===== config.mk =====
export PLATFORM = sky130hd
export DESIGN_NAME = fminmax_unit
export DESIGN_NICKNAME = d
export VERILOG_FILES = /design/src/rtl/fmm_pkg.sv /design/src/rtl/fmm_classify.sv /design/src/rtl/fmm_order.sv /design/src/rtl/fmm_select.sv /design/src/rtl/fminmax_unit.sv
export SDC_FILE = /design/constraint.sdc
export NUM_CORES = 1
export LEC_CHECK = 0
export BUFFER_PORTS_ARGS = -buffer_cell sky130_fd_sc_hd__clkbuf_2
export CAP_MARGIN = 10
export CELL_PAD_IN_SITES_DETAIL_PLACEMENT = 0
export CELL_PAD_IN_SITES_GLOBAL_PLACEMENT = 2
export CORE_MARGIN = 3
export CORE_UTILIZATION = 33
export CTS_BUF_LIST = sky130_fd_sc_hd__clkbuf_16
export DETAILED_ROUTE_END_ITERATION = 6
export MAX_ROUTING_LAYER = met4
export PLACE_DENSITY_LB_ADDON = 0.1
export RECOVER_POWER = 100
export REMOVE_ABC_BUFFERS = 1
export SYNTH_ARGS = -nofsm -noshare
export SYNTH_HDL_FRONTEND = slang
export SYNTH_SLANG_ARGS = --single-unit

===== constraint.sdc =====
create_clock -name clk -period 1 [get_ports clk]
set_input_delay 0.15 -clock clk [delete_from_list [all_inputs] [get_ports clk]]
set_output_delay 0.15 -clock clk [all_outputs]
set_load 0.005 [all_outputs]

===== src/rtl/fmm_pkg.sv =====
package fmm_pkg;

    typedef enum logic [1:0] {
        RULE_NUM08 = 2'b00,
        RULE_PROP19 = 2'b01,
        RULE_NUM19 = 2'b10,
        RULE_PLAIN = 2'b11
    } rule_e;

    localparam int COND_W = 4;
    localparam int COND_LT = 3;
    localparam int COND_GT = 2;
    localparam int COND_EQ = 1;
    localparam int COND_UN = 0;

endpackage


===== src/rtl/fmm_classify.sv =====
module fmm_classify #(
    parameter int EXP_W = 11,
    parameter int MAN_W = 52,
    localparam int DATA_W = 1 + EXP_W + MAN_W
) (
    input  logic [DATA_W-1:0] x,
    output logic              is_nan,
    output logic              is_snan,
    output logic              is_zero
);
    logic [EXP_W-1:0] ex;
    logic [MAN_W-1:0] mn;
    logic             exp_ones;
    logic             man_nz;

    always_comb begin
        ex       = x[DATA_W-2 -: EXP_W];
        mn       = x[MAN_W-1:0];
        exp_ones = &ex;
        man_nz   = |mn;
        is_nan   = exp_ones && man_nz;
        // quiet bit is the top mantissa bit; clear means signalling
        is_snan  = is_nan && !mn[MAN_W-1];
        is_zero  = (ex == '0) && !man_nz;
    end
endmodule


===== src/rtl/fmm_order.sv =====
module fmm_order #(
    parameter int EXP_W = 11,
    parameter int MAN_W = 52,
    localparam int DATA_W = 1 + EXP_W + MAN_W
) (
    input  logic [DATA_W-1:0] a,
    input  logic [DATA_W-1:0] b,
    input  logic              a_nan,
    input  logic              b_nan,
    input  logic              a_zero,
    input  logic              b_zero,
    output logic              key_lt,
    output logic              key_gt,
    output logic              num_lt,
    output logic              num_gt,
    output logic              num_eq,
    output logic              unord,
    output logic              mag_lt,
    output logic              mag_gt
);
    logic [DATA_W-1:0] key_a;
    logic [DATA_W-1:0] key_b;
    logic [DATA_W-2:0] mag_a;
    logic [DATA_W-2:0] mag_b;
    logic              both_zero;

    // Sign-magnitude mapped onto an unsigned total order: negatives are
    // inverted, positives get the top bit set, so -0 lands just below +0.
    always_comb begin
        key_a     = a[DATA_W-1] ? ~a : {1'b1, a[DATA_W-2:0]};
        key_b     = b[DATA_W-1] ? ~b : {1'b1, b[DATA_W-2:0]};
        mag_a     = a[DATA_W-2:0];
        mag_b     = b[DATA_W-2:0];
        both_zero = a_zero && b_zero;
        unord     = a_nan || b_nan;

        key_lt    = key_a < key_b;
        key_gt    = key_a > key_b;

        num_lt    = !unord && key_lt && !both_zero;
        num_gt    = !unord && key_gt && !both_zero;
        num_eq    = !unord && ((a == b) || both_zero);

        mag_lt    = !unord && (mag_a < mag_b);
        mag_gt    = !unord && (mag_a > mag_b);
    end
endmodule


===== src/rtl/fmm_select.sv =====
module fmm_select
    import fmm_pkg::*;
#(
    parameter int EXP_W = 11,
    parameter int MAN_W = 52,
    localparam int DATA_W = 1 + EXP_W + MAN_W
) (
    input  logic [3:0]        mode,
    input  logic [DATA_W-1:0] a,
    input  logic [DATA_W-1:0] b,
    input  logic              a_nan,
    input  logic              b_nan,
    input  logic              a_snan,
    input  logic              b_snan,
    input  logic              key_lt,
    input  logic              key_gt,
    input  logic              num_lt,
    input  logic              num_gt,
    input  logic              mag_lt,
    input  logic              mag_gt,
    output logic [DATA_W-1:0] res
);
    localparam logic [DATA_W-1:0] QBIT = DATA_W'(1) << (MAN_W - 1);

    logic              pick_max;
    logic              use_mag;
    rule_e             rule;
    logic [DATA_W-1:0] qa;
    logic [DATA_W-1:0] qb;
    logic [DATA_W-1:0] ordered;
    logic [DATA_W-1:0] plain;
    logic [DATA_W-1:0] base;

    always_comb begin
        pick_max = mode[3];
        use_mag  = mode[2];
        rule     = rule_e'(mode[1:0]);
        qa       = a | QBIT;
        qb       = b | QBIT;

        // signed-zero aware choice: ties in key only occur for equal bits
        if (pick_max) ordered = key_lt ? b : a;
        else          ordered = key_gt ? b : a;

        if (pick_max) plain = num_gt ? a : b;
        else          plain = num_lt ? a : b;

        unique case (rule)
            RULE_NUM08: begin
                if (a_snan)              base = qa;
                else if (b_snan)         base = qb;
                else if (a_nan && b_nan) base = qa;
                else if (a_nan)          base = b;
                else if (b_nan)          base = a;
                else                     base = ordered;
            end
            RULE_PROP19: begin
                if (a_nan)      base = qa;
                else if (b_nan) base = qb;
                else            base = ordered;
            end
            RULE_NUM19: begin
                if (a_nan && b_nan) base = qa;
                else if (a_nan)     base = b;
                else if (b_nan)     base = a;
                else                base = ordered;
            end
            default: base = plain;
        endcase

        res = base;
        if (use_mag) begin
            if (mag_lt)      res = pick_max ? b : a;
            else if (mag_gt) res = pick_max ? a : b;
        end
    end
endmodule


===== src/rtl/fminmax_unit.sv =====
module fminmax_unit
    import fmm_pkg::*;
#(
    parameter int EXP_W = 11,
    parameter int MAN_W = 52,
    localparam int DATA_W = 1 + EXP_W + MAN_W
) (
    input  logic              clk,
    input  logic              rst_n,
    input  logic              in_valid,
    input  logic [DATA_W-1:0] op_a,
    input  logic [DATA_W-1:0] op_b,
    input  logic [3:0]        mode,
    input  logic              rec_en,
    output logic              out_valid,
    output logic [DATA_W-1:0] res,
    output logic              flag_invalid,
    output logic              cond_valid,
    output logic [COND_W-1:0] cond
);
    typedef struct packed {
        logic              vld;
        logic [DATA_W-1:0] val;
        logic              inv;
        logic              crv;
        logic [COND_W-1:0] crf;
    } stage_t;

    logic [1:0][DATA_W-1:0] opnd;
    logic [1:0]             nan_v;
    logic [1:0]             snan_v;
    logic [1:0]             zero_v;

    logic key_lt, key_gt, num_lt, num_gt, num_eq, unord, mag_lt, mag_gt;
    logic [DATA_W-1:0] sel_val;

    stage_t st_d;
    stage_t st_q;

    assign opnd[0] = op_a;
    assign opnd[1] = op_b;

    for (genvar g = 0; g < 2; g++) begin : g_cls
        fmm_classify #(.EXP_W(EXP_W), .MAN_W(MAN_W)) cls_i (
            .x       (opnd[g]),
            .is_nan  (nan_v[g]),
            .is_snan (snan_v[g]),
            .is_zero (zero_v[g])
        );
    end

    fmm_order #(.EXP_W(EXP_W), .MAN_W(MAN_W)) ord_i (
        .a      (op_a),
        .b      (op_b),
        .a_nan  (nan_v[0]),
        .b_nan  (nan_v[1]),
        .a_zero (zero_v[0]),
        .b_zero (zero_v[1]),
        .key_lt (key_lt),
        .key_gt (key_gt),
        .num_lt (num_lt),
        .num_gt (num_gt),
        .num_eq (num_eq),
        .unord  (unord),
        .mag_lt (mag_lt),
        .mag_gt (mag_gt)
    );

    fmm_select #(.EXP_W(EXP_W), .MAN_W(MAN_W)) sel_i (
        .mode   (mode),
        .a      (op_a),
        .b      (op_b),
        .a_nan  (nan_v[0]),
        .b_nan  (nan_v[1]),
        .a_snan (snan_v[0]),
        .b_snan (snan_v[1]),
        .key_lt (key_lt),
        .key_gt (key_gt),
        .num_lt (num_lt),
        .num_gt (num_gt),
        .mag_lt (mag_lt),
        .mag_gt (mag_gt),
        .res    (sel_val)
    );

    always_comb begin
        st_d     = st_q;
        st_d.vld = in_valid;
        if (in_valid) begin
            st_d.val = sel_val;
            st_d.inv = |snan_v;
            st_d.crv = rec_en;
            st_d.crf = '0;
            if (rec_en) begin
                st_d.crf[COND_LT] = num_lt;
                st_d.crf[COND_GT] = num_gt;
                st_d.crf[COND_EQ] = num_eq;
                st_d.crf[COND_UN] = unord;
            end
        end
    end

    always_ff @(posedge clk or negedge rst_n) begin
        if (!rst_n) st_q <= '0;
        else        st_q <= st_d;
    end

    assign out_valid    = st_q.vld;
    assign res          = st_q.val;
    assign flag_invalid = st_q.inv;
    assign cond_valid   = st_q.crv;
    assign cond         = st_q.crf;
endmodule


# After elaboration in Yosys (flattened, before gate mapping)

Index checks and enable logic that the tools add are counted.

Register bits after elaboration: 71
Input port bits: 136
Output and inout port bits: 71
Logic and storage cells: 67

$lt $le $gt $ge: 4
Eq/ne operators: 3
Muxes and demuxes: 22
Bitwise gates (word level): 2
Reduce and logical (&&, ||, !) cells: 31

Operators with widths:

| operator                                            | count |
|---|---|
| 2-to-1 mux 64 bit                                   | 20 |
| case mux 64 bit (3 select lines)                    | 1 |
| NOT 64 bit                                          | 2 |
| OR reduction 52 bit                                 | 2 |
| equality test 64 bit                                | 1 |
| greater-than comparator 64 bit                      | 1 |
| < comparator 64 bit                                 | 1 |
| greater-than comparator 63 bit                      | 1 |
| < comparator 63 bit                                 | 1 |
| zero test 11 bit                                    | 2 |
| AND reduction 11 bit                                | 2 |
| logical AND 1 bit                                   | 15 |
| zero test 1 bit                                     | 6 |
| 2-to-1 mux 4 bit                                    | 1 |
| equality test 2 x 1 -> 1 bit, second input constant | 1 |
| equality test 2 bit, second input constant          | 1 |
| zero test 2 bit                                     | 1 |
| logical OR 1 bit                                    | 2 |
| OR reduction 2 bit                                  | 1 |

# Logic depth before layout (Yosys ltp)

Gate-level depths: netlist (run 1).

Word-level depth: 14
Mapped depth: 18
Mapped depth without buffers: 12

# Hierarchy

Synthesis (run 1) repeated with hierarchy kept, for this count alone.

Cell total of the unflattened synthesis: 1894
Area total of the unflattened synthesis: 14579.0 sq um

By module, submodules not included:

| module       | times used | cells an instance | area an instance (sq um) | sequential area each (sq um) |
|---|---|---|---|---|
| fmm_select   | 1          | 1144              | 7189.4                   | 0.0 |
| fmm_order    | 1          | 533               | 4211.5                   | 0.0 |
| fminmax_unit | 1          | 159               | 2797.7                   | 1776.7 |
| fmm_classify | 2          | 29                | 190.2                    | 0.0 |

# Worst setup path before layout (run 1)

No wires, ideal clock.

Path kind: in2reg
Start: input op_a[63]
End: register st_q, in the netlist res[56]
Arrival time: 4.381 ns
Data required time: 0.874 ns
Path slack: -3.507 ns
Cell stages on the path: 15
Path buffers: 4
Cell sequence: clkbuf_1 > clkbuf_1 > buf_1 > xor2_1 > ha_1 > nand4_1 > or4_1 > or4_1 > o21ba_1 > and4_4 > buf_6 > or3_4 > a22o_1 > o221a_1 > a221o_1

Word-level cells in the longest chain between the ends: 14

RTL lines:

| item                                                                  | line                               | RTL |
|---|---|---|
| start, declared                                                       | fminmax_unit.sv:11                 | `input logic [DATA_W-1:0] op_a,` |
| NOT 64 bit                                                            | fmm_order.sv:30                    | `key_a = a[DATA_W-1] ? ~a : {1'b1, a[DATA_W-2:0]};` |
| 2-to-1 mux 64 bit *                                                   | fmm_order.sv:30                    |  |
| greater-than comparator 64 bit or < comparator 64 bit (tied branches) | fmm_order.sv:38, fmm_order.sv:37   |  |
| 2-to-1 mux 64 bit (on tied branches)                                  | fmm_select.sv:43, fmm_select.sv:42 |  |
| 2-to-1 mux 64 bit                                                     | fmm_select.sv:42                   | `if (pick_max) ordered = key_lt ? b : a;` |
| 2-to-1 mux 64 bit                                                     | fmm_select.sv:54, fmm_select.sv:65 |  |
| 2-to-1 mux 64 bit                                                     | fmm_select.sv:53                   | `else if (a_nan) base = b;` |
| 2-to-1 mux 64 bit                                                     | fmm_select.sv:52                   | `else if (a_nan && b_nan) base = qa;` |
| 2-to-1 mux 64 bit                                                     | fmm_select.sv:51                   | `else if (b_snan) base = qb;` |
| 2-to-1 mux 64 bit                                                     | fmm_select.sv:50                   | `if (a_snan) base = qa;` |
| case mux 64 bit (3 select lines) *                                    | fmm_select.sv:48                   | `unique case (rule)` |
| 2-to-1 mux 64 bit                                                     | fmm_select.sv:74                   | `else if (mag_gt) res = pick_max ? a : b;` |
| 2-to-1 mux 64 bit                                                     | fmm_select.sv:73                   | `if (mag_lt) res = pick_max ? b : a;` |
| 2-to-1 mux 64 bit *                                                   | fmm_select.sv:72                   | `if (use_mag) begin` |
| end signal, assigned                                                  | fminmax_unit.sv:105                | `else st_q <= st_d;` |
| end, declared                                                         | fminmax_unit.sv:38                 | `stage_t st_q;` |

Mark *: on every way between the ends. The rest lies on a longest branch, timed or not.
A chain may end at the register's enable or synchronous reset.

# Worst setup path in the final report (run 1)

Start: input op_b[63]
End: register st_q, in the netlist res[39]

Word-level cells in the longest chain between the ends: 14

RTL lines:

| item                                                                  | line                               | RTL |
|---|---|---|
| start, declared                                                       | fminmax_unit.sv:12                 | `input logic [DATA_W-1:0] op_b,` |
| NOT 64 bit                                                            | fmm_order.sv:31                    | `key_b = b[DATA_W-1] ? ~b : {1'b1, b[DATA_W-2:0]};` |
| 2-to-1 mux 64 bit *                                                   | fmm_order.sv:31                    |  |
| greater-than comparator 64 bit or < comparator 64 bit (tied branches) | fmm_order.sv:38, fmm_order.sv:37   |  |
| 2-to-1 mux 64 bit (on tied branches)                                  | fmm_select.sv:43, fmm_select.sv:42 |  |
| 2-to-1 mux 64 bit                                                     | fmm_select.sv:42                   |  |
| 2-to-1 mux 64 bit                                                     | fmm_select.sv:54, fmm_select.sv:65 |  |
| 2-to-1 mux 64 bit                                                     | fmm_select.sv:53                   |  |
| 2-to-1 mux 64 bit                                                     | fmm_select.sv:52                   |  |
| 2-to-1 mux 64 bit                                                     | fmm_select.sv:51                   |  |
| 2-to-1 mux 64 bit                                                     | fmm_select.sv:50                   |  |
| case mux 64 bit (3 select lines) *                                    | fmm_select.sv:48                   |  |
| 2-to-1 mux 64 bit                                                     | fmm_select.sv:74                   |  |
| 2-to-1 mux 64 bit                                                     | fmm_select.sv:73                   |  |
| 2-to-1 mux 64 bit *                                                   | fmm_select.sv:72                   |  |

Marks and branches as above.

==> results.json, run 1 <==
{
  "muxShareOfSynthArea_pct": 2.25,
  "rr_worst_depth": 3,
  "overflow": 0,
  "htree_levels": 3,
  "startpoint_type": "primary input",
  "n_fill_cell": 3786,
  "path_max_fanout": 7,
  "path_class": "primary input to register",
  "core_um2": 38000,
  "grt_first_pass_wirelength_um": 113000,
  "ys.flop_type": "dfrtp_1",
  "synth_top_family_by_area": "compound AO/OA/AOI/OAI gates",
  "grt_setup_unrepaired": "true",
  "yosysTopAreaCell": "dfrtp_1",
  "numCtsBuffers": 9,
  "cts.clk_slew.worst_paths_ns": 0.07,
  "synth_area_per_cell_um2": 7.24,
  "die-area_um2": 41400,
  "violations": "negative setup slack",
  "nNetsFinal": 2624,
  "grt_use_total_pct": 37.0,
  "synth_area_leaders": "dfrtp_1 14%, ha_1 12%, clkbuf_1 5.5%",
  "diodes": 0,
  "place_congestion": 0.996,
  "endpoint_kind": "register",
  "clockBufferDepth": 2,
  "drc": 0,
  "synth_cell_types": 78,
  "synth_xor_area_share_pct": 8.64,
  "cts.sinks": 71,
  "r2r-end": "res[18]",
  "viasPerCell": 6.18,
  "dr_total_vias": 17800,
  "drtAntennaViolNets": 0,
  "firstDrtPassIters": 5,
  "syn-cell-area_um2": 12900,
  "status": "finished, violations left",
  "synth_most_common_cell": "clkbuf_1",
  "fin_crit_sh_pct": 370,
  "insertion_delay_ns": 0.36,
  "syn2layout_area_growth_pct": 58.0,
  "hp-class": "primary input to register",
  "drv_slew": 0,
  "worstPathArrival_ns": 3.99,
  "wl_per_cell_um": 26.7,
  "fin_ws_ns": -2.70,
  "yosysTopAreaCellShare_pct": 13.8,
  "cts_tree": "built",
  "start_util_pct": 33.8,
  "synth_compound_area_share_pct": 37.8,
  "dp_hpwl_um": 57600,
  "max_freq_ghz": 0.270,
  "peakVddDrop_mv": 0.893,
  "cp-startpoint": "op_b[63]",
  "syn_inst": 1778,
  "dpl_cell_area_um2": 17800,
  "rows": 71,
  "worst_pin_slew_ns": 1.07,
  "routed_wl_um": 76900,
  "hold_ws_ns": 0.0551,
  "die_y_um": 203,
  "yosysSeqAreaShare_pct": 13.8,
  "ys_ff_latch": 71,
  "maxCapViolations": 0,
  "io_buffers": 206,
  "setup.worst_path.end": "res[39]",
  "reg2reg_slack_ns": 0.02,
  "synth-edff-count": 0,
  "yosys_warnings": 0,
  "synthAdderAreaFrac_pct": 12.3,
  "dieWidth_um": 203,
  "grt_pass1_vias": 17400,
  "drtIter0Drc": 1711,
  "relSlewSlack_pct": 28.2,
  "ioPinCount": 207,
  "skew_ns": 0,
  "p_per_area_nw_per_um2": 926,
  "power_leakage_nw": 9.20,
  "postSynth.asyncResetShare_pct": 100,
  "antenna_found_initial": 1,
  "grt_max_degree": 48,
  "synthTopCellsByCount": "189 x clkbuf_1, 141 x nor2_1, 127 x a21oi_1, 127 x ha_1, 109 x o21ai_0",
  "timing.final.hold_violations": 0,
  "fin_crit_ns": 3.70,
  "cts-root-buf": "clkbuf_16",
  "synth-simple-area-share_pct": 15.8,
  "finalSetupViolCount": 133,
  "drive_gt1_share_pct": 41.4,
  "final_area_um2": 20300,
  "critPathRequiredTime_ns": 1.29,
  "r2r_start": "res[18]"
}
[metrics by stage]
stage	worst slack [ns]	std cells	total power [mW]	TNS (ns)	util, %
2_1_floorplan	-3.28	1549	7.63	-205.76	-
3_3_place_gp	-3.28	2752	13.2	-207.21	46.8
3_5_place_dp	-3.31	2752	13.2	-210.57	46.8
4_1_cts	-2.60	2850	18.0	-170.39	51.7
5_1_grt	-2.75	2876	19.8	-181.24	53.5
6_report	-2.70	2876	18.8	-175.10	53.5
[cells by family (layout without fill, tap and decap cells)]
logic type | after synthesis | in the layout
buf+inv | 308 | 895
xor+xnor | 127 | 127
mux | 28 | 28
flops | 71 | 71
simple gates | 411 | 411
fa+ha+maj | 127 | 127
compound gates | 706 | 706
[registers in the layout, summed over array words and instances, names as in the netlist]
name / flops
flag_invalid: 1
cond_valid: 1
cond: 4
out_valid: 1
res: 64
[worst max-delay path: stages]
cell and delay [ns]:
buf_12 0.13, buf_12 0.14, buf_12 0.14, xnor2_2 0.13
ha_1 0.30, nand4_1 0.17, or4_4 0.55, or4_4 0.54
o21ba_4 0.25, and4_4 0.18, or2_4 0.25, buf_6 0.12
a32oi_4 0.29, buf_12 0.18, buf_12 0.16, o22ai_4 0.07
a211oi_2 0.21
[metal layers]
| metal | global-route usage [%] | wire length, um | vias to the layer above |
|---|---|---|---|
| li1 | - | - | 7964 |
| met1 | 49.9 | 33600 | 8688 |
| met2 | 55.6 | 33300 | 956 |
| met3 | 6.27 | 6800 | 177 |
| met4 | 13.9 | 3190 | 0 |
| met5 | - | 0 | - |
[worst min-delay path by stage]
stage,start,end,cells after the start
detailed placement,rst_n,out_valid,1
finish,rec_en,cond[3],3
global route,rec_en,cond[3],3
global placement,rst_n,out_valid,1
CTS,rec_en,cond[3],3
floorplan,rst_n,cond[0],0
[cell type report]
type / count / area, um2 / area share (%)
clock buffers: 9 / 225 / 1.11
clock inverters: 6 / 55.1 / 0.271
inverters: 79 / 300 / 1.48
multi-input cells: 1399 / 10900 / 53.7
flip-flops and latches: 71 / 1780 / 8.74
well taps: 511 / 639 / 3.14
repair buffers: 801 / 6410 / 31.5
[report_power, final]
part | total (mW) | switching (mW) | internal (mW)
logic | 11.6 | 6.01 | 5.60
clock network | 3.50 | 1.60 | 1.90
registers | 3.70 | 0.349 | 3.35
[repair_timing]
item	CTS	global route
setup buffers	80	28
pin swaps	58	62
hold buffers	1	0
gates resized for setup	180	95
endpoints found under the hold margin	71	0
endpoints found under the setup margin	140	140
cloned	6	1
[cell usage in the layout (no fill, tap or decap), types with 56 or more instances in the layout]
| master | n |
|---|---|
| inv_1 | 77 |
| o22ai_1 | 71 |
| o221ai_1 | 56 |
| clkbuf_2 | 192 |
| ha_1 | 123 |
| buf_4 | 504 |
| o21ai_0 | 93 |
| nand2_1 | 66 |
| xor2_1 | 62 |
| nor2_1 | 132 |
| a22oi_1 | 87 |
| xnor2_1 | 61 |
| a21oi_1 | 117 |
| dfrtp_1 | 71 |
(Power assumes the default switching activity.)
==> inputs of run 2 (changes only) <==
REMOVE_ABC_BUFFERS = not set   (was 1)
clock period = 4.1 ns   (was 1 ns; I/O delays follow)
==> run 2 against run 1 <==
  * The flow finishes with violations (max-capacitance violations, max-slew violations, negative setup slack)
  * Worst setup slack improved by 2.7 ns
  * Via count is 5.6% lower
  * Wire length down 6.6%
  * Sequential power shrank 75%
  * Register-to-register slack improved by 3.1 ns
  * Critical path depth unchanged
  * First-iteration DRC count grew 0.94%
  * Total power fell by 77%
  * Highest routed layer unchanged
==> results.json, run 2 (synthesis results as in run 1) <==
{
  "core_um2": 38000,
  "synth_fp_nets": 2041,
  "syn2layout_area_growth_pct": 38.8,
  "final_area_um2": 17900,
  "cpMostUsedCell": "buf_12",
  "p_comb_share_pct": 54.3,
  "routed_wl_um": 71800,
  "dieWidth_um": 203,
  "io_buffers": 206,
  "viasPerCell": 6.32,
  "drtAntennaViolNets": 0,
  "place_congestion": 0.950,
  "power_leakage_nw": 7.86,
  "drtIter0Drc": 1727,
  "insertion_delay_ns": 0.37,
  "maxCapViolations": 2,
  "reg2reg_slack_ns": 3.11,
  "seq_power_share_pct": 21.3,
  "htree_levels": 3,
  "diodes": 0,
  "dp_hpwl_um": 52300,
  "drive_gt1_share_pct": 31.2,
  "start_util_pct": 33.8,
  "switchingPower_mw": 1.85,
  "path_cells": "buf_12, buf_12, buf_8, xor2_1, ha_1, nand4_1, nor4_4, nand2_2, or4_4, o21ba_4, and4_4, or2_4, a32oi_4, buf_12, buf_12, o22ai_1, a211oi_2",
  "p_per_area_nw_per_um2": 244,
  "grt_use_total_pct": 34.1,
  "ioPinCount": 207,
  "post-route-util_pct": 47.0,
  "grt_first_pass_wirelength_um": 105000,
  "worstPathArrival_ns": 4.42,
  "crit_buf_inv": 5,
  "swShare_pct": 42.4,
  "overflow": 0,
  "fin_crit_ns": 4.13,
  "cpPeakStageDelay_ns": 0.57,
  "final_cell_mix": "332 x buf_4, 160 x clkbuf_2, 139 x nor2_1, 127 x ha_1, 100 x a21oi_1",
  "p_int_mw": 2.51,
  "crit_family": "simple AND/OR/NAND/NOR gates",
  "path_max_fanout": 5,
  "die_y_um": 203,
  "antenna_found_initial": 0,
  "rows": 71,
  "max_freq_ghz": 0.242,
  "clockBufferDepth": 2,
  "critPathRequiredTime_ns": 4.39,
  "grt_max_degree": 65,
  "hp-class": "register to register",
  "cts-root-buf": "clkbuf_16",
  "p_clk_share_pct": 24.4,
  "hold_buffers": 0,
  "drc": 0,
  "numCtsBuffers": 9,
  "crit_slowest_cell": "or4_4",
  "fin_crit_sh_pct": 101,
  "grt_pass1_vias": 16200,
  "cts.clk_slew.worst_paths_ns": 0.07,
  "grt_setup_unrepaired": "true",
  "cts.sinks": 71,
  "firstDrtPassIters": 6,
  "wl_per_cell_um": 27.0,
  "dr_total_vias": 16800,
  "startpoint_type": "primary input",
  "finalSetupViolCount": 6,
  "peakVddDrop_mv": 0.223,
  "endpoint_kind": "register",
  "final_common_cell": "buf_4",
  "worst_pin_slew_ns": 2.23,
  "dpl_cell_area_um2": 16800,
  "nNetsFinal": 2406,
  "relSlewSlack_pct": -48.8,
  "path_class": "primary input to register",
  "drv_slew": 53,
  "largest_reg_flops": 64,
  "cts_tree": "built",
  "timing.final.hold_violations": 0,
  "fin_ws_ns": -0.0293,
  "final.setup.tns_ns": -0.0918,
  "skew_ns": 0,
  "die-area_um2": 41400,
  "violations": "max-capacitance violations, max-slew violations, negative setup slack",
  "status": "finished, violations left"
}
## run 2: cell type report
type / count / area (um2)
Sequential cell: 71 / 1780
Timing Repair Buffer: 583 / 4300
Inverter: 79 / 297
Tap cell: 511 / 639
Fill cell: 3972 / 20200
Clock inverter: 6 / 134
Multi-Input combinational cell: 1399 / 10500
Clock buffer: 9 / 225
## run 2: path summary, 6_finish.rpt
path	start	end	cells after the start
worst max register to register	res[41]	res[41]	2
worst min register to register	cond[2]	cond[2]	2
worst max-delay path	op_a[63]	res[27]	17
min in group asynchronous	rst_n	res[23]	1
max in group asynchronous	rst_n	res[5]	2
worst min-delay path	cond[2]	cond[2]	2
## run 2: power by group through the flow
stage / combinational (mW) / clock [mW] / sequential, mW
floorplan: 1.19 / 0 / 0.906
global placement: 2.15 / 0 / 0.937
detailed placement: 2.17 / 0 / 0.938
CTS: 2.22 / 1.08 / 0.926
global route: 2.55 / 1.10 / 0.942
finish: 2.37 / 1.07 / 0.930
## run 2: repair_timing
item | 4_1_cts | 5_1_grt
setup buffers | 13 | 8
endpoints found under the hold margin | 0 | 0
resized for setup | 13 | 69
pin swaps | 13 | 53
cloned | 1 | 6
setup endpoints to repair | 58 | 62
## run 2: tightest hold or removal path: stages, from the launching register on
cell,delay (ns)
dfrtp_1,0.35
nand2_1,0.06
o41ai_1,0.05
## run 2: per-stage QoR
step / worst slack, ns / instances / hold WS (ns) / power, mW
final: -0.0293 / 2658 / 0.485 / 4.36
after global routing: -0.123 / 2658 / 0.523 / 4.60
after CTS: -0.00749 / 2644 / 0.222 / 4.22
after detailed placement: -0.550 / 2615 / 0.470 / 3.11
after global placement: -0.496 / 2614 / 0.469 / 3.09
after floorplan: -0.257 / 1778 / 0.319 / 2.09
## run 2: metal layers
layer / GRT usage, % / vias up / part of all wire, %
li1: - / 7526 / -
met1: 45.7 / 8207 / 43
met2: 52.0 / 897 / 45
met3: 4.82 / 163 / 8.2
met4: 13.2 / 0 / 4.5
met5: - / - / 0
